### src/rtl/sb_pkg.sv
package sb_pkg;
  // Per-entry state bits of the stream FIFO
  typedef struct packed {
    logic vld;   // entry holds a line address of the current stream
    logic req;   // fetch for this line has been issued
    logic avl;   // line data has arrived
  } sb_flags_t;

  localparam sb_flags_t SB_FRESH = '{vld: 1'b1, req: 1'b0, avl: 1'b0};
endpackage

### src/rtl/sb_tag_cmp.sv
module sb_tag_cmp #(
  parameter int DEPTH = 8,
  parameter int AW    = 26
) (
  input  logic [DEPTH-1:0][AW-1:0] tags,
  input  logic [DEPTH-1:0]         qual,
  input  logic [AW-1:0]            key,
  output logic [DEPTH-1:0]         hit
);
  for (genvar g = 0; g < DEPTH; g++) begin : g_cmp
    assign hit[g] = qual[g] && (tags[g] == key);
  end
endmodule

### src/rtl/sb_first_set.sv
module sb_first_set #(
  parameter int N  = 8,
  parameter int IW = (N > 1) ? $clog2(N) : 1
) (
  input  logic [N-1:0]  vec,
  output logic          any,
  output logic [IW-1:0] idx
);
  always_comb begin
    any = |vec;
    idx = '0;
    for (int i = N - 1; i >= 0; i--) begin
      if (vec[i]) idx = IW'(i);
    end
  end
endmodule

### src/rtl/sb_line_queue.sv
module sb_line_queue
  import sb_pkg::*;
#(
  parameter int DEPTH = 8,
  parameter int AW    = 26,
  parameter int DW    = 64,
  parameter int IW    = (DEPTH > 1) ? $clog2(DEPTH) : 1
) (
  input  logic          clk,
  input  logic          rst_n,
  input  logic          restart,
  input  logic [AW-1:0] restart_base,
  input  logic          shift,
  input  logic          fill_en,
  input  logic [AW-1:0] fill_line,
  input  logic [DW-1:0] fill_data,
  input  logic          mark_en,
  input  logic [IW-1:0] mark_idx,
  output logic          head_vld,
  output logic [AW-1:0] head_tag,
  output logic          head_avl,
  output logic          head_fill,
  output logic [DW-1:0] head_data,
  output logic          pick_any,
  output logic [IW-1:0] pick_idx,
  output logic [AW-1:0] pick_tag
);
  localparam int LAST = DEPTH - 1;

  sb_flags_t [DEPTH-1:0]         flg_q, flg_n;
  logic      [DEPTH-1:0][AW-1:0] tag_q, tag_n;
  logic      [DEPTH-1:0][DW-1:0] dat_q, dat_n;
  logic      [AW-1:0]            tail_q, tail_n;

  logic [DEPTH-1:0] fill_qual, fill_cmp, fill_hit, pending;

  for (genvar g = 0; g < DEPTH; g++) begin : g_vec
    assign fill_qual[g] = flg_q[g].vld && flg_q[g].req && !flg_q[g].avl;
    assign pending[g]   = flg_q[g].vld && !flg_q[g].req;
  end

  sb_tag_cmp #(.DEPTH(DEPTH), .AW(AW)) u_fill_cmp (
    .tags (tag_q),
    .qual (fill_qual),
    .key  (fill_line),
    .hit  (fill_cmp)
  );

  assign fill_hit = fill_cmp & {DEPTH{fill_en}};

  sb_first_set #(.N(DEPTH), .IW(IW)) u_pick (
    .vec (pending),
    .any (pick_any),
    .idx (pick_idx)
  );

  assign pick_tag  = tag_q[pick_idx];
  assign head_vld  = flg_q[0].vld;
  assign head_tag  = tag_q[0];
  assign head_avl  = flg_q[0].avl;
  assign head_fill = fill_hit[0];
  assign head_data = dat_q[0];

  // Order of effects: data fill, issue mark, head removal, stream restart
  always_comb begin
    flg_n  = flg_q;
    tag_n  = tag_q;
    dat_n  = dat_q;
    tail_n = tail_q;
    for (int i = 0; i < DEPTH; i++) begin
      if (fill_hit[i]) begin
        flg_n[i].avl = 1'b1;
        dat_n[i]     = fill_data;
      end
    end
    if (mark_en) flg_n[mark_idx].req = 1'b1;
    if (shift) begin
      for (int i = 0; i < LAST; i++) begin
        flg_n[i] = flg_n[i+1];
        tag_n[i] = tag_n[i+1];
        dat_n[i] = dat_n[i+1];
      end
      flg_n[LAST] = SB_FRESH;
      tag_n[LAST] = tail_q;
      dat_n[LAST] = '0;
      tail_n      = tail_q + AW'(1);
    end
    if (restart) begin
      for (int i = 0; i < DEPTH; i++) begin
        flg_n[i] = SB_FRESH;
        tag_n[i] = restart_base + AW'(i);
      end
      tail_n = restart_base + AW'(DEPTH);
    end
  end

  always_ff @(posedge clk) begin
    if (!rst_n) begin
      flg_q  <= '0;
      tag_q  <= '0;
      dat_q  <= '0;
      tail_q <= '0;
    end else begin
      flg_q  <= flg_n;
      tag_q  <= tag_n;
      dat_q  <= dat_n;
      tail_q <= tail_n;
    end
  end
endmodule

### src/rtl/sb_prefetch.sv
module sb_prefetch #(
  parameter int DEPTH   = 8,
  parameter int LINE_AW = 26,
  parameter int DATA_W  = 64,
  parameter int GEN_W   = 2
) (
  input  logic               clk,
  input  logic               rst_n,
  input  logic               miss_valid,
  output logic               miss_ready,
  input  logic [LINE_AW-1:0] miss_line,
  output logic               rsp_valid,
  input  logic               rsp_ready,
  output logic               rsp_hit,
  output logic [DATA_W-1:0]  rsp_data,
  output logic               mreq_valid,
  input  logic               mreq_ready,
  output logic [LINE_AW-1:0] mreq_line,
  output logic [GEN_W-1:0]   mreq_gen,
  input  logic               mrsp_valid,
  input  logic [LINE_AW-1:0] mrsp_line,
  input  logic [GEN_W-1:0]   mrsp_gen,
  input  logic [DATA_W-1:0]  mrsp_data
);
  localparam int IW = (DEPTH > 1) ? $clog2(DEPTH) : 1;

  logic               cur_v;
  logic [LINE_AW-1:0] cur_line;
  logic [GEN_W-1:0]   gen_q;
  logic               rsp_v_q, rsp_hit_q;
  logic [DATA_W-1:0]  rsp_data_q;
  logic               mreq_v_q;
  logic [LINE_AW-1:0] mreq_line_q;
  logic [GEN_W-1:0]   mreq_gen_q;

  logic               head_vld, head_avl, head_fill;
  logic [LINE_AW-1:0] head_tag;
  logic [DATA_W-1:0]  head_data;
  logic               pick_any;
  logic [IW-1:0]      pick_idx;
  logic [LINE_AW-1:0] pick_tag;

  logic accept, head_match, hit_go, miss_go, fill_en, can_load, load;

  assign miss_ready = !cur_v && !rsp_v_q;
  assign accept     = miss_valid && miss_ready;
  assign head_match = cur_v && head_vld && (head_tag == cur_line);
  assign hit_go     = head_match && (head_avl || head_fill);
  assign miss_go    = cur_v && !head_match;
  assign fill_en    = mrsp_valid && (mrsp_gen == gen_q);
  assign can_load   = !mreq_v_q || mreq_ready;
  assign load       = can_load && pick_any && !miss_go;

  sb_line_queue #(.DEPTH(DEPTH), .AW(LINE_AW), .DW(DATA_W), .IW(IW)) u_queue (
    .clk          (clk),
    .rst_n        (rst_n),
    .restart      (miss_go),
    .restart_base (cur_line + LINE_AW'(1)),
    .shift        (hit_go),
    .fill_en      (fill_en),
    .fill_line    (mrsp_line),
    .fill_data    (mrsp_data),
    .mark_en      (load),
    .mark_idx     (pick_idx),
    .head_vld     (head_vld),
    .head_tag     (head_tag),
    .head_avl     (head_avl),
    .head_fill    (head_fill),
    .head_data    (head_data),
    .pick_any     (pick_any),
    .pick_idx     (pick_idx),
    .pick_tag     (pick_tag)
  );

  always_ff @(posedge clk) begin
    if (!rst_n) begin
      cur_v      <= 1'b0;
      cur_line   <= '0;
      gen_q      <= '0;
      rsp_v_q    <= 1'b0;
      rsp_hit_q  <= 1'b0;
      rsp_data_q <= '0;
    end else begin
      if (accept) begin
        cur_v    <= 1'b1;
        cur_line <= miss_line;
      end else if (hit_go || miss_go) begin
        cur_v <= 1'b0;
      end
      if (miss_go) gen_q <= gen_q + GEN_W'(1);
      if (hit_go || miss_go) begin
        rsp_v_q    <= 1'b1;
        rsp_hit_q  <= hit_go;
        rsp_data_q <= !hit_go ? '0 : (head_avl ? head_data : mrsp_data);
      end else if (rsp_ready) begin
        rsp_v_q <= 1'b0;
      end
    end
  end

  always_ff @(posedge clk) begin
    if (!rst_n) begin
      mreq_v_q    <= 1'b0;
      mreq_line_q <= '0;
      mreq_gen_q  <= '0;
    end else if (can_load) begin
      mreq_v_q <= load;
      if (load) begin
        mreq_line_q <= pick_tag;
        mreq_gen_q  <= gen_q;
      end
    end
  end

  assign rsp_valid  = rsp_v_q;
  assign rsp_hit    = rsp_hit_q;
  assign rsp_data   = rsp_data_q;
  assign mreq_valid = mreq_v_q;
  assign mreq_line  = mreq_line_q;
  assign mreq_gen   = mreq_gen_q;
endmodule

### config.mk
export PLATFORM = sky130hd
export DESIGN_NAME = sb_prefetch
export DESIGN_NICKNAME = d
export VERILOG_FILES = /design/src/rtl/sb_pkg.sv /design/src/rtl/sb_tag_cmp.sv /design/src/rtl/sb_first_set.sv /design/src/rtl/sb_line_queue.sv /design/src/rtl/sb_prefetch.sv
export SDC_FILE = /design/constraint.sdc
export NUM_CORES = 2
export LEC_CHECK = 0
export CORE_ASPECT_RATIO = 2
export CORE_MARGIN = 2
export CORE_UTILIZATION = 66
export CTS_CLUSTER_DIAMETER = 40
export DETAILED_ROUTE_END_ITERATION = 10
export PLACE_DENSITY = 0.95
export RECOVER_POWER = 100
export SETUP_SLACK_MARGIN = 0.05
export SLEW_MARGIN = 10
export SYNTH_ARGS = -nofsm -noshare
export SYNTH_HDL_FRONTEND = slang
export SYNTH_SLANG_ARGS = --single-unit
export TNS_END_PERCENT = 10
### constraint.sdc
create_clock -name clk -period 5.3 [get_ports clk]
set_clock_uncertainty 0.1 [all_clocks]
set_input_delay 1.06 -clock clk [delete_from_list [all_inputs] [get_ports clk]]
set_output_delay 1.06 -clock clk [all_outputs]
set_load 0.005 [all_outputs]
==> metrics.md, run 1 <==
| Metric | Value |
|---|---|
| Post-DP Area | 49500 µm² |
| Pin count of the biggest net entering global routing | 199 |
| Number of buffers created by CTS | 84 |
| #FFs+latches synth | 894 |
| Die width | 191 µm |
| Root Buffer | clkbuf_16 |
| # port buffers | 219 |
| Post-synthesis cell type count | 96 |
| Asr flop ratio synth | 0 |
| Die Y | 378 µm |
| Synth Area in Compound Gates | 0.194 |
| Adder-Cell Fraction of Synth Area | 0.00352 |
| Setup bufs post-CTS | 0 |
| Largest family of logic cells by synthesized area | simple AND/OR/NAND/NOR gates |
| Status | aborted with a tool error |
| H-tree Lvls | 3 |
| # hold bufs at CTS | 0 |
| PostCTS Resize Cnt | 0 |
| Mux contribution to synthesized area | 0.0706 |
| Post-synthesis xor/xnor area fraction | 0.0782 |
| Err | [ERROR GRT-0232] Routing congestion too high. Check the congestion heatmap in the GUI. |
| Gr usage total | 0.664 |
| Gpl congestion | 1.19 |
| Global route overflow | 5 |
| DP HPWL | 139 mm |
| Clock Tree Buf Depth | 3 |
| Starting density of the core | 0.664 |
| Clock Sink Count | 894 |
| Post-Synthesis Cell Area | 46200 µm² |
| Post-Synth Simple-Gate Area | 0.213 |
| Ports | 220 |
| Failed at | global routing |
| Post-Synthesis Cells | 5596 |
| Synth Flop Type | dfxtp_1 |
| YS warnings | 0 |
| Synthesized Nets | 5733 |
| EDFF count, synth | 0 |
| Mapped Avg Cell Area | 8.26 µm² |
| Seq/Total Area, Yosys | 0.387 |
| Site Rows | 137 |
## metal layers
layer	global-route usage	overflow
met5	0.0580	0
met4	0.682	1
met1	0.660	0
met3	0.417	0
met2	0.902	4
## stage by stage
stage                     instances  setup slack, ps
after floorplan                5596             1400
after global placement         6359              465
after detailed placement       6359              469
after CTS                      6510              777
## logic make-up after synthesis
logic type	count (synthesis)
flip-flops	894
multiplexers	320
adder cells (fa/ha/maj)	13
XOR/XNOR	412
buffers and inverters	593
AO/OA/AOI/OAI	1296
AND/OR/NAND/NOR	2068
## synthesized netlist by cell type (16+ instances only)
| library cell | n | area (µm²) |
|---|---|---|
| dfxtp_1 | 894 | 17900 |
| nand2_1 | 681 | 2560 |
| nor2_1 | 475 | 1780 |
| clkbuf_1 | 438 | 1640 |
| a211oi_1 | 387 | 2910 |
| mux2i_1 | 273 | 2730 |
| a21oi_1 | 253 | 1270 |
| nor3_1 | 244 | 1220 |
| xor2_1 | 230 | 2010 |
| nor2b_1 | 195 | 1220 |
| xnor2_1 | 181 | 1590 |
| o21ai_0 | 168 | 841 |
| nand3_1 | 115 | 576 |
| a22oi_1 | 111 | 833 |
| o22ai_1 | 96 | 601 |
| and3_1 | 78 | 488 |
| buf_2 | 78 | 390 |
| nor4_1 | 68 | 425 |
| a221oi_1 | 55 | 482 |
| nand4_1 | 53 | 332 |
| mux2_2 | 45 | 507 |
| o211a_1 | 40 | 400 |
| a311oi_1 | 38 | 333 |
| buf_1 | 38 | 143 |
| or3_1 | 37 | 231 |
| o221ai_1 | 30 | 263 |
| a2111oi_0 | 19 | 166 |
| inv_1 | 19 | 71.3 |
| nand2b_1 | 18 | 113 |
| o311ai_0 | 16 | 140 |
==> run 2, diff against run 1 <==
--- a/config.mk
+++ b/config.mk
@@ -5,14 +5,11 @@
 export SDC_FILE = /design/constraint.sdc
 export NUM_CORES = 2
 export LEC_CHECK = 0
-export CORE_ASPECT_RATIO = 2
 export CORE_MARGIN = 2
-export CORE_UTILIZATION = 66
-export CTS_CLUSTER_DIAMETER = 40
+export CORE_UTILIZATION = 40
 export DETAILED_ROUTE_END_ITERATION = 10
-export PLACE_DENSITY = 0.95
+export PLACE_DENSITY_LB_ADDON = 0.15
 export RECOVER_POWER = 100
-export SETUP_SLACK_MARGIN = 0.05
 export SLEW_MARGIN = 10
 export SYNTH_ARGS = -nofsm -noshare
 export SYNTH_HDL_FRONTEND = slang
==> run 2 against run 1 <==
- the flow now finishes, with violations (max-capacitance violations, max-slew violations)
- synthesized cell count unchanged
- synthesized area unchanged
==> metrics.md, run 2 <==
| Metric | Value |
|---|---|
| PostCTS Resize Cnt | 0 (unchanged) |
| Setup bufs post-CTS | 0 (unchanged) |
| Ports | 220 (unchanged) |
| Fin crit period | 4790 ps |
| DRC | 0 |
| CP top delay family | simple AND/OR/NAND/NOR gates |
| Slew headroom | -0.437 |
| # hold bufs at CTS | 0 (unchanged) |
| Die width | 344 µm (+80%) |
| Clk_lat worst skew | 710 ps |
| CP cell instances | buf_4 -> ha_1 -> buf_4 -> nand4_1 -> nor4_1 -> xnor2_1 -> a211oi_2 -> nand2_4 -> or4_1 -> nor4_1 -> nor3_1 |
| Global-route wire length before repair | 284 mm |
| Mapped Avg Cell Area | 8.26 µm² (unchanged) |
| Reg-to-reg slack, setup | 510 ps |
| Max_cap viols | 4 |
| Core area | 115000 µm² |
| Place WS | 565 ps (+96.9 ps) |
| Final worst-path cycle share | 0.905 |
| Status | finished, violations left |
| Crit path DAT | 5220 ps |
| WL final | 194 mm |
| Fin nets | 5700 |
| Area of the multi-input gates | 26100 µm² |
| Pwr Density | 315 nW/µm² |
| Reg with most FFs | u_queue.dat_q |
| Global route overflow | 0 |
| Commonest cells after routing, fill and taps aside | 893 x dfxtp_1, 676 x nand2_1, 473 x nor2_1 |
| Gr usage total | 0.319 |
| Slowest cell on crit path | a211oi_2 |
| Root Buffer | clkbuf_16 |
| Flip-flop and latch area | 17900 µm² |
| Worst Hold Depth | 2 |
| Commonest non-fill, non-tap cell in the layout | dfxtp_1 |
| YS warnings | 0 (unchanged) |
| Final Hold Viols | 0 |
| Site Rows | 124 (-9.5%) |
| Final setup fails | 0 |
| Seq/Total Area, Yosys | 0.387 (unchanged) |
| Largest registers | u_queue.dat_q (448), u_queue.tag_q (182) |
| Post-synthesis cell type count | 96 (unchanged) |
| Clock Tree Buf Depth | 3 (unchanged) |
| Top-count cell post-synth | dfxtp_1 |
| Synth area leaders | dfxtp_1 39%, a211oi_1 6.3%, mux2i_1 5.9% |
| Clock slew at reported path FFs | 60 ps |
| Synth Flop Type | dfxtp_1 |
| Hold path start | u_queue.head_data[38] |
| Fill cells | 11300 |
| Gpl congestion | 1.06 (-11%) |
| Post-Synthesis Cells | 5596 (unchanged) |
| Asr flop ratio synth | 0 (unchanged) |
| Via count | 43600 |
| CP endpoint kind | flop |
| Worst Max-Slew Pin Slew | 2160 ps |
| RSZ-0062 raised after global routing | no |
| Top cells by count, synth | 894 x dfxtp_1, 681 x nand2_1, 475 x nor2_1, 438 x clkbuf_1, 387 x a211oi_1 |
| DRT Pass-1 Iters | 6 |
| CP required | 5730 ps |
| CP peak stage delay | 980 ps |
| Max Freq | 209 MHz |
| Critical R2R Launch | cur_line[1] |
| Layout cells sized above 1 | 0.0850 |
| Hold Crit Class | flop to flop |
| Largest register FFs | 448 |
| Maximum vdd drop | 235 µV |
| Leakage power | 19.4 nW |
| Total negative slack | 0 ps |
| Leading area contributor after synthesis | dfxtp_1 |
| Die Y | 344 µm (-9.1%) |
| Buf/Inv on CP | 2 |
| Number of buffers created by CTS | 101 (+20%) |
| Reg-to-reg critical path endpoint | u_queue.tail_q[22] |
| Area Growth Syn to Fin | 16.0% |
| WL/cell | 27.0 µm |
| Top-area cell type share of the netlist area | 0.387 (unchanged) |
| Worst r2r path cells | 11 |
| EDFF count, synth | 0 (unchanged) |
| Via density | 6.09 |
| CP startpoint kind | flop |
| Critical path class | flop to flop |
| Failing checks | max-capacitance violations, max-slew violations |
| Pin count of the biggest net entering global routing | 171 |
| Final worst setup slack | 506 ps |
| H-tree Lvls | 3 (unchanged) |
| Starting density of the core | 0.404 (-0.261) |
| Clock Sink Count | 894 (unchanged) |
| Routed Antenna Nets | 0 |
| CTS tree | yes |
| Final slew viol count | 102 |
| # port buffers | 219 (unchanged) |
| Vias in the first global route | 40400 |
| DP HPWL | 132 mm (-4.6%) |
| Post-Synthesis Cell Area | 46200 µm² (unchanged) |
| DRT iter0 DRCs | 4960 |
| Synthesized Nets | 5733 (unchanged) |
| Maximum fanout along the worst path | 13 |
| Die area | 118000 µm² |
| #FFs+latches synth | 894 (unchanged) |
| Initial antenna violation count | 10 |
| Endpoint, Worst Hold | u_queue.head_data[38] |
## run 2: cell counts after synthesis
Identical to the previous run, type by type.
## run 2: worst min-delay path: cells and delay by family, from the launching register on
kind | cells | cell delay (ps)
AND/OR/NAND/NOR | 1 | 50
flip-flops | 1 | 310
AO/OA/AOI/OAI | 1 | 50
## run 2: where the power goes
group / switching, W / leakage, nW / internal, W / total, W
logic: 0.00152 / 10.4 / 0.000732 / 0.00225
registers: 0.000350 / 7.23 / 0.00691 / 0.00726
clock network: 0.00311 / 1.70 / 0.00426 / 0.00737
## run 2: logic make-up after synthesis
| kind of cell | after synthesis | synth area share |
|---|---|---|
| AO/OA/AOI/OAI | 1296 | 0.194 |
| XOR/XNOR | 412 | 0.0782 |
| adder cells (fa/ha/maj) | 13 | 0.00352 |
| buffers and inverters | 593 | 0.0534 |
| flip-flops | 894 | 0.387 |
| multiplexers | 320 | 0.0706 |
| AND/OR/NAND/NOR | 2068 | 0.213 |
## run 2: per-layer routing
metal  wire length [µm]  vias to the layer above  share of wire  global-route usage
li1                   -                    20000              -                   -
met1              87100                    21200           0.45               0.460
met2              80500                     2047           0.42               0.462
met3              17800                      360          0.092              0.0650
met4               8220                        8          0.042               0.128
met5                 51                        -        0.00026                   0
## run 2: worst max path at each step
stage	start	endpoint	slack [ps]	depth (start not counted)
finish	cur_line[1]	u_queue.tail_q[22]	510	11
global route	mrsp_line[19]	u_queue.dat_q[307]	370	11
CTS	cur_line[1]	u_queue.tag_q[129]	990	11
detailed placement	mrsp_line[3]	u_queue.tag_q[77]	570	11
global placement	mrsp_line[19]	u_queue.tail_q[8]	650	11
floorplan	mrsp_line[10]	u_queue.dat_q[304]	1400	13
## run 2: cell type report
class / instances / share of cell area
antenna: 5 / 0.000233
clock buffer: 146 / 0.0548
clock inverter: 41 / 0.00977
inverter: 20 / 0.00154
multi-input combinational: 4109 / 0.486
sequential: 894 / 0.334
tap: 1512 / 0.0353
timing repair buffer: 437 / 0.0788
## run 2: per-stage QoR
| step | cells | util | instance area, µm² | hold slack, ps | total power, W |
|---|---|---|---|---|---|
| after floorplan | 5596 | - | 46200 | 328 | 0.00843 |
| after global placement | 6972 | 0.440 | 50400 | 335 | 0.00959 |
| after detailed placement | 6972 | 0.440 | 50400 | 342 | 0.00959 |
| after CTS | 7159 | 0.470 | 53800 | 350 | 0.0169 |
| after global routing | 7160 | 0.468 | 53600 | 358 | 0.0173 |
| final | 7164 | 0.468 | 53600 | 349 | 0.0169 |
No activity file was read; power rests on OpenSTA's default activity.
